File: src/rtl/wdog_pkg.sv
package wdog_pkg;

    typedef enum logic [2:0] {
        ST_STOPPED   = 3'd0,
        ST_AWAKE     = 3'd1,
        ST_ASLEEP    = 3'd2,
        ST_FIRE_RST  = 3'd3,
        ST_FIRE_WAKE = 3'd4
    } wdog_state_e;

    localparam int unsigned WDOG_CODE_W = 4;
    localparam logic [WDOG_CODE_W-1:0] WDOG_OFF_CODE = 4'b0101;

endpackage

File: src/rtl/wdog_tick_sync.sv
module wdog_tick_sync #(
    parameter int unsigned SYNC_STAGES = 2
) (
    input  logic clk,
    input  logic rst_n,
    input  logic slow_clk,
    output logic tick
);
    localparam int unsigned CHAIN_W = SYNC_STAGES + 1;

    logic [CHAIN_W-1:0] chain_q;

    always_ff @(posedge clk or negedge rst_n) begin
        if (!rst_n) begin
            chain_q <= '0;
        end else begin
            chain_q <= {chain_q[CHAIN_W-2:0], slow_clk};
        end
    end

    assign tick = chain_q[CHAIN_W-2] & ~chain_q[CHAIN_W-1];

    // a detected edge lasts one cycle
    p_tick_single_r11: assert property (@(posedge clk) disable iff (!rst_n)
        tick |=> !tick);

endmodule

File: src/rtl/wdog_divider.sv
module wdog_divider #(
    parameter int unsigned STAGE_A = 6,
    parameter int unsigned STAGE_B = 7,
    parameter int unsigned SEL_W   = 3
) (
    input  logic             clk,
    input  logic             rst_n,
    input  logic             tick,
    input  logic             en,
    input  logic             clear,
    input  logic [SEL_W-1:0] sel,
    output logic             ovf
);
    localparam int unsigned TOT_W = STAGE_A + STAGE_B;
    localparam logic [TOT_W-1:0] TOT_ONE = TOT_W'(1);

    logic [STAGE_A-1:0] front_q;
    logic [STAGE_B-1:0] pre_q;
    logic [TOT_W-1:0]   tap_mask;
    logic               front_full;

    always_comb begin
        tap_mask = (TOT_ONE << (STAGE_A + int'(sel))) - TOT_ONE;
    end

    assign front_full = &front_q;
    assign ovf = tick & en & ~clear & (({pre_q, front_q} & tap_mask) == tap_mask);

    always_ff @(posedge clk or negedge rst_n) begin
        if (!rst_n) begin
            front_q <= '0;
            pre_q   <= '0;
        end else if (!en || clear || ovf) begin
            front_q <= '0;
            pre_q   <= '0;
        end else if (tick) begin
            front_q <= front_q + 1'b1;
            if (front_full) begin
                pre_q <= pre_q + 1'b1;
            end
        end
    end

    // disabled counter holds zero
    p_hold_zero_r9: assert property (@(posedge clk) disable iff (!rst_n)
        !en |=> ({pre_q, front_q} == '0));
    // an accepted clear empties both stages
    p_clear_zero_r3: assert property (@(posedge clk) disable iff (!rst_n)
        clear |=> ({pre_q, front_q} == '0));
    // overflow restarts the count
    p_ovf_restart_r2: assert property (@(posedge clk) disable iff (!rst_n)
        ovf |=> ({pre_q, front_q} == '0));

endmodule

File: src/rtl/wdog_ctrl.sv
module wdog_ctrl
    import wdog_pkg::*;
(
    input  logic clk,
    input  logic rst_n,
    input  logic active,
    input  logic sleep,
    input  logic ptr_zero,
    input  logic ovf,
    input  logic clr_ok,
    input  logic sts_clr,
    output logic rst_req,
    output logic wake_req,
    output logic to_flag
);
    wdog_state_e state_q, state_d;
    logic        fire_start;

    always_comb begin
        state_d = state_q;
        unique case (state_q)
            ST_STOPPED: begin
                if (active) state_d = sleep ? ST_ASLEEP : ST_AWAKE;
            end
            ST_AWAKE: begin
                if (!active)    state_d = ST_STOPPED;
                else if (ovf)   state_d = ST_FIRE_RST;
                else if (sleep) state_d = ST_ASLEEP;
            end
            ST_ASLEEP: begin
                if (!active)             state_d = ST_STOPPED;
                else if (ovf && ptr_zero) state_d = ST_FIRE_WAKE;
                else if (!sleep)         state_d = ST_AWAKE;
            end
            ST_FIRE_RST, ST_FIRE_WAKE: begin
                if (!active) state_d = ST_STOPPED;
                else         state_d = sleep ? ST_ASLEEP : ST_AWAKE;
            end
            default: state_d = ST_STOPPED;
        endcase
    end

    always_ff @(posedge clk or negedge rst_n) begin
        if (!rst_n) state_q <= ST_STOPPED;
        else        state_q <= state_d;
    end

    always_comb begin
        rst_req  = (state_q == ST_FIRE_RST);
        wake_req = (state_q == ST_FIRE_WAKE);
    end

    assign fire_start = (state_d == ST_FIRE_RST || state_d == ST_FIRE_WAKE)
                        && !(state_q == ST_FIRE_RST || state_q == ST_FIRE_WAKE);

    always_ff @(posedge clk or negedge rst_n) begin
        if (!rst_n)                  to_flag <= 1'b0;
        else if (fire_start)         to_flag <= 1'b1;
        else if (sts_clr && clr_ok)  to_flag <= 1'b0;
    end

    // reset request is a single cycle
    p_rst_pulse_r5: assert property (@(posedge clk) disable iff (!rst_n)
        rst_req |=> !rst_req);
    // wake request is a single cycle
    p_wake_pulse_r6: assert property (@(posedge clk) disable iff (!rst_n)
        wake_req |=> !wake_req);
    // sleep-mode overflow never resets the device
    p_sleep_no_reset_r6: assert property (@(posedge clk) disable iff (!rst_n)
        (state_q == ST_ASLEEP && ovf) |=> !rst_req);
    // qualifier low suppresses the wake
    p_sleep_gate_r7: assert property (@(posedge clk) disable iff (!rst_n)
        (state_q == ST_ASLEEP && ovf && !ptr_zero) |=> !wake_req);
    // any request comes with the status bit
    p_flag_with_req_r10: assert property (@(posedge clk) disable iff (!rst_n)
        (rst_req || wake_req) |-> to_flag);
    // status holds without an accepted clear
    p_flag_sticky_r10: assert property (@(posedge clk) disable iff (!rst_n)
        (to_flag && !(sts_clr && clr_ok)) |=> to_flag);

endmodule

File: src/rtl/wdog_timer.sv
module wdog_timer
    import wdog_pkg::*;
#(
    parameter int unsigned STAGE_A = 6,
    parameter int unsigned STAGE_B = 7,
    parameter int unsigned SEL_W   = 3
) (
    input  logic                           clk,
    input  logic                           rst_n,
    input  logic                           wdt_clk,
    input  logic                           cfg_en,
    input  logic                           ctl_we,
    input  logic [WDOG_CODE_W+SEL_W-1:0]   ctl_wdata,
    input  logic                           clr_wdt,
    input  logic                           halt,
    input  logic                           sts_clr,
    input  logic                           sleep,
    input  logic                           ptr_zero,
    output logic                           rst_req,
    output logic                           wake_req,
    output logic                           to_flag
);
    localparam logic [SEL_W-1:0] RATE_RESET = SEL_W'(STAGE_B);

    logic [SEL_W-1:0] rate_q;
    logic             soft_off_q;
    logic             tick;
    logic             cnt_en;
    logic             clr_ok;
    logic             ovf;

    always_ff @(posedge clk or negedge rst_n) begin
        if (!rst_n) begin
            rate_q     <= RATE_RESET;
            soft_off_q <= 1'b0;
        end else if (ctl_we) begin
            rate_q     <= ctl_wdata[SEL_W-1:0];
            soft_off_q <= (ctl_wdata[WDOG_CODE_W+SEL_W-1:SEL_W] == WDOG_OFF_CODE);
        end
    end

    assign cnt_en = cfg_en & ~soft_off_q;
    assign clr_ok = halt | (cfg_en & clr_wdt);

    wdog_tick_sync #(.SYNC_STAGES(2)) u_sync (
        .clk      (clk),
        .rst_n    (rst_n),
        .slow_clk (wdt_clk),
        .tick     (tick)
    );

    wdog_divider #(
        .STAGE_A (STAGE_A),
        .STAGE_B (STAGE_B),
        .SEL_W   (SEL_W)
    ) u_div (
        .clk   (clk),
        .rst_n (rst_n),
        .tick  (tick),
        .en    (cnt_en),
        .clear (clr_ok),
        .sel   (rate_q),
        .ovf   (ovf)
    );

    wdog_ctrl u_ctrl (
        .clk      (clk),
        .rst_n    (rst_n),
        .active   (cnt_en),
        .sleep    (sleep),
        .ptr_zero (ptr_zero),
        .ovf      (ovf),
        .clr_ok   (clr_ok),
        .sts_clr  (sts_clr),
        .rst_req  (rst_req),
        .wake_req (wake_req),
        .to_flag  (to_flag)
    );

    // with the function off no request appears
    p_cfg_off_quiet_r8: assert property (@(posedge clk) disable iff (!rst_n)
        (!cfg_en && !$past(cfg_en)) |-> !(rst_req || wake_req));

endmodule

File: config.mk
export PLATFORM = sky130hd
export DESIGN_NAME = wdog_timer
export DESIGN_NICKNAME = d
export VERILOG_FILES = /design/src/rtl/wdog_pkg.sv /design/src/rtl/wdog_tick_sync.sv /design/src/rtl/wdog_divider.sv /design/src/rtl/wdog_ctrl.sv /design/src/rtl/wdog_timer.sv
export SDC_FILE = /design/constraint.sdc
export NUM_CORES = 1
export LEC_CHECK = 0
export BUFFER_PORTS_ARGS = -buffer_cell sky130_fd_sc_hd__clkbuf_2
export CAP_MARGIN = 20
export CORE_AREA = 2 2 81 44
export DETAILED_ROUTE_END_ITERATION = 10
export DIE_AREA = 0 0 83 46
export PLACE_DENSITY = 0.67
export SKIP_LAST_GASP = 1
export SLEW_MARGIN = 25
export SYNTH_ARGS = -nofsm -noshare
export SYNTH_HDL_FRONTEND = slang
export SYNTH_SLANG_ARGS = --single-unit
File: constraint.sdc
create_clock -name clk -period 2.8 [get_ports clk]
set_input_delay 0.28 -clock clk [delete_from_list [all_inputs] [get_ports clk]]
set_output_delay 0.28 -clock clk [all_outputs]
set_load 0.01 [all_outputs]
==> flow_summary_export.csv, run 1 <==
group,metric,value,unit
drt,first_pass_detailed_route_iteration_total,4,
worst_setup_path,critical_path.max_stage_delay,0.58,ns
place,post_dp_hpwl,2190,um
floorplan,std_cell_rows,15,
power_and_ir_drop,leakagePower,0.679,nW
sta,finalCriticalPeriod,2.74,ns
floorplan,die_h,46,um
worst_setup_path,worst_reg2reg_path_startpoint,"rate_q[1]",
synth,synth_area,1370,sq um
min_path,class_of_the_tightest_hold_or_removal_check,"in2async",
worst_setup_path,r2r_setup_slack,0.06,ns
floorplan,die_area,3820,sq um
synth,synth.yosys.warnings,0,
sta,tcrit_tclk_final,98.0,%
worst_setup_path,crit_path_max_fo,6,
synth,synth_largest_type_area_fraction,38.4,%
global_routing,grt.total_usage,16.4,%
sta,final.setup.tns,0,ns
worst_setup_path,critical_path.reg2reg.endpoint,"u_ctrl.to_flag",
synth,synth_ff_type,"sky130_fd_sc_hd__dfrtp_1",
global_routing,grt_max_degree,25,
floorplan,die-width,83,um
clock_tree,post-cts-setup-buffers,0,
drt,routed_wirelength_normalized_by_instance_count,14.1,um
drt,drcViolationCount,0,
synth,async_reset_ff_share,100,%
worst_setup_path,critical_path_required,2.97,ns
status,status,"finished, final reports clean",
clock_tree,number_of_buffers_created_by_cts,3,
clock_tree,cts-hold-fix-buffers,0,
worst_setup_path,worst-setup-path-type,"reg2reg",
worst_setup_path,number_of_cells_on_the_worst_reg_to_reg_path,7,
final_layout,antenna-diode-count,0,
worst_setup_path,cp_cell_sequence,"inv_1 > ha_1 > nor3b_1 > mux2i_2 > or4b_4 > or2_4 > o31ai_1",
sta,fmax,364,MHz
final_layout,final_layout_size_suffix_gt1_share,23.3,%
floorplan,core_region_area,3210,sq um
sta,finalSetupViolations,0,
synth,synthAdderAreaFrac,6.40,%
floorplan,effective_utilization_at_floorplan,42.6,%
synth,netlist.top_cell.by_area,"sky130_fd_sc_hd__dfrtp_1",
clock_tree,numClockSinks,24,
sta,post_route_skew,0.00114,ns
worst_setup_path,worst_setup_path_startpoint,"rate_q[1]",
drt,dr_total_vias,1075,
drt,routed_wirelength,2840,um
synth,synthesis.area_per_instance,10.1,sq um
synth,post-synth-top-count-cell,"sky130_fd_sc_hd__dfrtp_1",
global_routing,globalRouteOverflowTotal,0,
global_routing,first_global_vias,997,
run,maxCapViolations,0,
worst_setup_path,crit_arrival,2.91,ns
worst_setup_path,critPathSlowestCell,"sky130_fd_sc_hd__dfstp_2",
synth,synthTopCellsByArea,"sky130_fd_sc_hd__dfrtp_1 38%, sky130_fd_sc_hd__ha_1 6.4%, sky130_fd_sc_hd__dfstp_2 5.8%, sky130_fd_sc_hd__nor2_1 4.9%, sky130_fd_sc_hd__xnor2_1 3.2%",
power_and_ir_drop,peakVddDrop,235,uV
clock_tree,ctsResizeCount,0,
synth,synth-simple-area-share,26.9,%
clock_tree,cts_tree,"built",
sta,worst_slew_pin_slew,0.604,ns
sta,timing.slew.headroom,59.7,%
worst_setup_path,timing.critical_path.from_type,"register",
sta,slew_violations,0,
synth,ys_seq_elements,24,
power_and_ir_drop,power_per_cell_area,444,nW/um^2
clock_tree,clk_root_buffer_cell,"sky130_fd_sc_hd__clkbuf_8",
clock_tree,path_clk_slew,0.08,ns
synth,synthTopCellsByCount,"21 x sky130_fd_sc_hd__dfrtp_1, 18 x sky130_fd_sc_hd__nor2_1, 8 x sky130_fd_sc_hd__nand3_1",
synth,number_of_synthesized_flops_with_an_enable_pin,0,
synth,synth-compound-area-share,10.7,%
global_routing,global_route_wire_length_before_repair,4770,um
drt,vias_per_cell,5.35,
place,finalWeightedCongestion,1.00,
synth,post_synth_inst_count,136,
synth,yosysUniqueCellTypes,42,
floorplan,io_pins,20,
synth,synth-seq-area-share,44.2,%
final_layout,synthToLayoutAreaGrowth,15.3,%
clock_tree,clock_tree.htree_level_count,1,
sta,final_hold_viol_count,0,
synth,xor_and_xnor_fraction_of_the_mapped_netlist_area,6.40,%
sta,fin_worst_hold_slack,0.00241,ns
drt,drt_iter0_markers,107,
global_routing,antenna_found_initial,0,
sta,rsz0062_at_grt,"false",
synth,largest_family_of_logic_cells_by_synthesized_area,"simple AND/OR/NAND/NOR gates",
final_layout,final_net_count,184,
synth,synth_mux_area_share,3.39,%
final_layout,stdcell_count,201,
place,place_inst,197,
drt,final_antenna_net_count,0,
clock_tree,ctsLongestPathBuffers,2,
worst_setup_path,worstSetupEndpointType,"register",
synth,postSynthNetCount,160,
clock_tree,worst_skew_pair.late_latency,0.27,ns
place,io_buffers,19,
## placed cells by master, fill, tap and decap left out, types with 3 or more instances in the layout
cell,netlist,routed
sky130_fd_sc_hd__nor3b_1,4,4
sky130_fd_sc_hd__ha_1,7,7
sky130_fd_sc_hd__nor2_1,18,18
sky130_fd_sc_hd__nand2_1,6,6
sky130_fd_sc_hd__nand3_1,8,8
sky130_fd_sc_hd__o21ai_0,7,7
sky130_fd_sc_hd__nor2b_1,6,6
sky130_fd_sc_hd__inv_1,5,5
sky130_fd_sc_hd__xor2_1,5,5
sky130_fd_sc_hd__xnor2_1,5,5
sky130_fd_sc_hd__a21oi_1,3,3
sky130_fd_sc_hd__dfrtp_1,21,21
sky130_fd_sc_hd__nor3_1,5,5
sky130_fd_sc_hd__dfstp_2,3,3
sky130_fd_sc_hd__clkbuf_2,0,19
sky130_fd_sc_hd__clkbuf_8,0,4
## area by class of cell
cell class / count / area (sq um)
Fill cell: 281 / 1630
Inverter: 5 / 18.8
Multi-Input combinational cell: 105 / 736
Tap cell: 42 / 52.6
Clock buffer: 4 / 55.1
Timing Repair Buffer: 21 / 110
Sequential cell: 24 / 604
## metrics by stage
| step | setup WS, ns | power (mW) | cell area [sq um] | util, % |
|---|---|---|---|---|
| after global placement | 0.220 | 0.465 | 1520 | 47.4 |
| after detailed placement | 0.0613 | 0.470 | 1520 | 47.4 |
| final | 0.0551 | 0.700 | 1580 | 49.1 |
| after floorplan | 0.304 | 0.433 | 1370 | - |
| after CTS | 0.0690 | 0.706 | 1580 | 49.1 |
| after global routing | 0.00120 | 0.730 | 1580 | 49.1 |
## cells by family after synthesis
group           count (synthesis)
buf+inv                         7
fa+ha+maj                       7
simple gates                   63
mux                             4
xor+xnor                       10
flops                          24
compound gates                 21
## worst max path at each step
stage / slack [ns] / to / cells after the start
finish: 0.06 / u_ctrl.to_flag / 7
global route: 0.001 / u_ctrl.state_q[1] / 7
CTS: 0.07 / u_ctrl.to_flag / 7
detailed placement: 0.06 / u_ctrl.to_flag / 7
global placement: 0.22 / u_ctrl.state_q[1] / 7
floorplan: 0.30 / u_ctrl.state_q[1] / 7
## worst max-delay path: cells and delay by family, from the launching register on
kind,cells,cell delay (ns)
AOI/OAI and AO/OA,1,0.28
adders and majority gates,1,0.36
buffers and inverters,1,0.09
DFF,1,0.58
muxes,1,0.23
and+or+nand+nor,3,1.10
## routing by layer
metal / GRT usage (%) / up-vias / share of wire, %
met2: 27.3 / 28 / 45
met5: 0 / - / 0
met3: 5.25 / 3 / 5.7
li1: - / 531 / -
met4: 4.26 / 0 / 0.74
met1: 21.2 / 513 / 48
## state kept, by name (all words and copies together) (netlist names)
register / count
rate_q: 3
soft_off_q: 1
u_ctrl.state_q: 3
u_ctrl.to_flag: 1
u_div.front_q: 6
u_div.pre_q: 7
u_sync.chain_q: 3
## power by group
group / switching [mW] / internal (mW)
clock: 0.110 / 0.126
sequential: 0.0108 / 0.359
combinational: 0.0505 / 0.0437
Power figures use the tool's default switching activity.
==> run 2: changes to the inputs <==
--- a/config.mk
+++ b/config.mk
@@ -7,10 +7,10 @@
 export LEC_CHECK = 0
 export BUFFER_PORTS_ARGS = -buffer_cell sky130_fd_sc_hd__clkbuf_2
 export CAP_MARGIN = 20
-export CORE_AREA = 2 2 81 44
+export CORE_AREA = 2 2 86 47
 export DETAILED_ROUTE_END_ITERATION = 10
-export DIE_AREA = 0 0 83 46
-export PLACE_DENSITY = 0.67
+export DIE_AREA = 0 0 88 49
+export PLACE_DENSITY = 0.6
 export SKIP_LAST_GASP = 1
 export SLEW_MARGIN = 25
 export SYNTH_ARGS = -nofsm -noshare
==> run 2 against run 1 <==
  * Via count hardly changed
  * Wire length is 6.7% lower
  * First-iteration DRC count is 34% higher
  * Cell count is 6.0% higher
  * Critical path type unchanged
  * Largest cell class unchanged
  * Largest power group unchanged
==> flow_summary_export.csv, run 2 (same netlist as run 1, synthesis figures left out) <==
group,metric,value,unit
power_and_ir_drop,leakagePower,0.675,nW
power_and_ir_drop,peakVddDrop,210,uV
worst_setup_path,logic_depth_of_the_worst_setup_path_including_buffers,7,
status,status,"finished, final reports clean",
sta,rsz0062_at_grt,"false",
worst_setup_path,number_of_cells_on_the_worst_reg_to_reg_path,7,
drt,drt_iter0_markers,143,
clock_tree,post-cts-setup-buffers,0,
place,post_dp_hpwl,2030,um
sta,timing.slew.headroom,59.8,%
final_layout,multiInputGateArea,741,sq um
power_and_ir_drop,power.share.clock,30.9,%
clock_tree,ctsLongestPathBuffers,2,
floorplan,io_pins,20,
drt,met1_wl,1410,um
global_routing,grt.total_usage,13.9,%
drt,dr_total_vias,1074,
worst_setup_path,crit_arrival,2.75,ns
clock_tree,clock_tree.htree_level_count,1,
clock_tree,number_of_buffers_created_by_cts,3,
sta,tcrit_tclk_final,92.2,%
final_layout,final_layout_size_suffix_gt1_share,23.3,%
drt,final_antenna_net_count,0,
clock_tree,path_clk_slew,0.08,ns
min_path,class_of_the_tightest_hold_or_removal_check,"in2async",
sta,slew_violations,0,
final_layout,stdcell_area,1590,sq um
floorplan,core_region_area,3620,sq um
final_layout,mostFrequentLayoutCells,"21 x sky130_fd_sc_hd__dfrtp_1, 19 x sky130_fd_sc_hd__clkbuf_2, 18 x sky130_fd_sc_hd__nor2_1, 8 x sky130_fd_sc_hd__nand3_1",
clock_tree,worst_skew_pair.late_latency,0.26,ns
power_and_ir_drop,power.sequential.fraction,55.2,%
worst_setup_path,critical_path.max_stage_delay,0.59,ns
place,finalWeightedCongestion,0.984,
power_and_ir_drop,intPower,0.505,mW
global_routing,global_route_wire_length_before_repair,4660,um
worst_setup_path,worst_reg2reg_path_startpoint,"rate_q[1]",
worst_setup_path,cp_num_buf_inv,1,
final_layout,synthToLayoutAreaGrowth,16.0,%
final_layout,antenna-diode-count,0,
worst_setup_path,worst-setup-path-type,"reg2reg",
sta,final_hold_viol_count,0,
drt,met3_routed_wl,144,um
worst_setup_path,timing.critical_path.from_type,"register",
clock_tree,clk_root_buffer_cell,"sky130_fd_sc_hd__clkbuf_8",
clock_tree,cts_tree,"built",
drt,vias_per_cell,5.04,
worst_setup_path,top_cell_family_by_delay_on_the_critical_path,"simple AND/OR/NAND/NOR gates",
floorplan,std_cell_rows,16,
run,maxCapViolations,0,
power_and_ir_drop,p_sw_share,24.8,%
drt,highest_layer,"met4",
final_layout,largest_register,"u_div.pre_q",
drt,drcViolationCount,0,
clock_tree,numClockSinks,24,
worst_setup_path,critical_path.reg2reg.endpoint,"u_ctrl.state_q[1]",
final_layout,largest_register_ffs,7,
final_layout,seq_cell_area,604,sq um
sta,finalCriticalPeriod,2.58,ns
worst_setup_path,worstSetupEndpointType,"register",
power_and_ir_drop,power_per_cell_area,423,nW/um^2
worst_setup_path,crit_path_max_fo,6,
final_layout,final_net_count,184,
sta,post_route_skew,0.00502,ns
drt,first_pass_detailed_route_iteration_total,4,
sta,finalSetupViolations,0,
sta,worst_slew_pin_slew,0.603,ns
power_and_ir_drop,p_switching,0.166,mW
worst_setup_path,critical_path_required,2.97,ns
global_routing,grt_max_degree,25,
floorplan,die_h,49,um
final_layout,num-fill-cells,339,
sta,fmax,387,MHz
drt,routed_wirelength,2650,um
global_routing,first_global_vias,1012,
power_and_ir_drop,comb_power_share,13.9,%
floorplan,die-width,88,um
place,postPlaceCellArea,1540,sq um
global_routing,antenna_found_initial,0,
place,io_buffers,19,
floorplan,effective_utilization_at_floorplan,37.7,%
final_layout,final_common_cell,"sky130_fd_sc_hd__dfrtp_1",
worst_setup_path,r2r_setup_slack,0.22,ns
worst_setup_path,cp_cell_sequence,"inv_1 > ha_1 > nor3b_2 > mux2i_2 > or4b_4 > or2_4 > o311ai_2",
floorplan,die_area,4310,sq um
drt,routed_wirelength_normalized_by_instance_count,12.5,um
final_layout,reg.largest.list,"u_div.pre_q: 7 flops, u_div.front_q: 6 flops",
global_routing,globalRouteOverflowTotal,0,
sta,final.setup.tns,0,ns
drt,met2_wirelength,1090,um
worst_setup_path,critPathSlowestCell,"sky130_fd_sc_hd__dfstp_2",
## run 2: power by group through the flow
stage / sequential (mW) / clock, mW / combinational [mW]
2_1_floorplan: 0.371 / 0 / 0.0616
3_3_place_gp: 0.375 / 0 / 0.0908
3_5_place_dp: 0.376 / 0 / 0.0931
4_1_cts: 0.370 / 0.212 / 0.0934
5_1_grt: 0.372 / 0.234 / 0.105
6_report: 0.370 / 0.207 / 0.0932
## run 2: how the worst max path moves through the flow
stage | from | endpoint | slack, ns
after floorplan | rate_q[1] | u_ctrl.state_q[1] | 0.30
after global placement | rate_q[1] | u_ctrl.state_q[1] | 0.21
after detailed placement | rate_q[1] | u_ctrl.state_q[1] | 0.16
after CTS | rate_q[1] | u_ctrl.state_q[1] | 0.13
after global routing | rate_q[1] | u_ctrl.state_q[1] | 0.06
final | rate_q[1] | u_ctrl.state_q[1] | 0.22
## run 2: area by class of cell
type / instances / share of cell area, %
tap: 54 / 4.26
timing repair buffer: 21 / 6.94
sequential: 24 / 38.1
clock buffer: 4 / 2.84
multi-input combinational: 105 / 46.7
inverter: 5 / 1.18
## run 2: timing repair
action | 4_1_cts | 5_1_grt
setup endpoints to repair | 0 | 1
resized for setup | 0 | 1
hold buffers | 0 | 0
## run 2: per-stage QoR
stage / worst slack (ns) / power, mW / hold slack (ns) / util [%] / cells
floorplan: 0.304 / 0.433 / -0.0156 / - / 136
global placement: 0.214 / 0.466 / 0.321 / 42.4 / 209
detailed placement: 0.160 / 0.470 / 0.321 / 42.4 / 209
CTS: 0.132 / 0.676 / 0.0320 / 43.6 / 213
global route: 0.0645 / 0.711 / 0.0426 / 43.8 / 213
finish: 0.219 / 0.671 / 0.00724 / 43.8 / 213
## run 2: layer usage
metal	vias to the layer above	global-route usage [%]
met2	33	18.8
met4	0	2.56
li1	532	-
met1	506	21.9
met5	-	0
met3	3	4.06
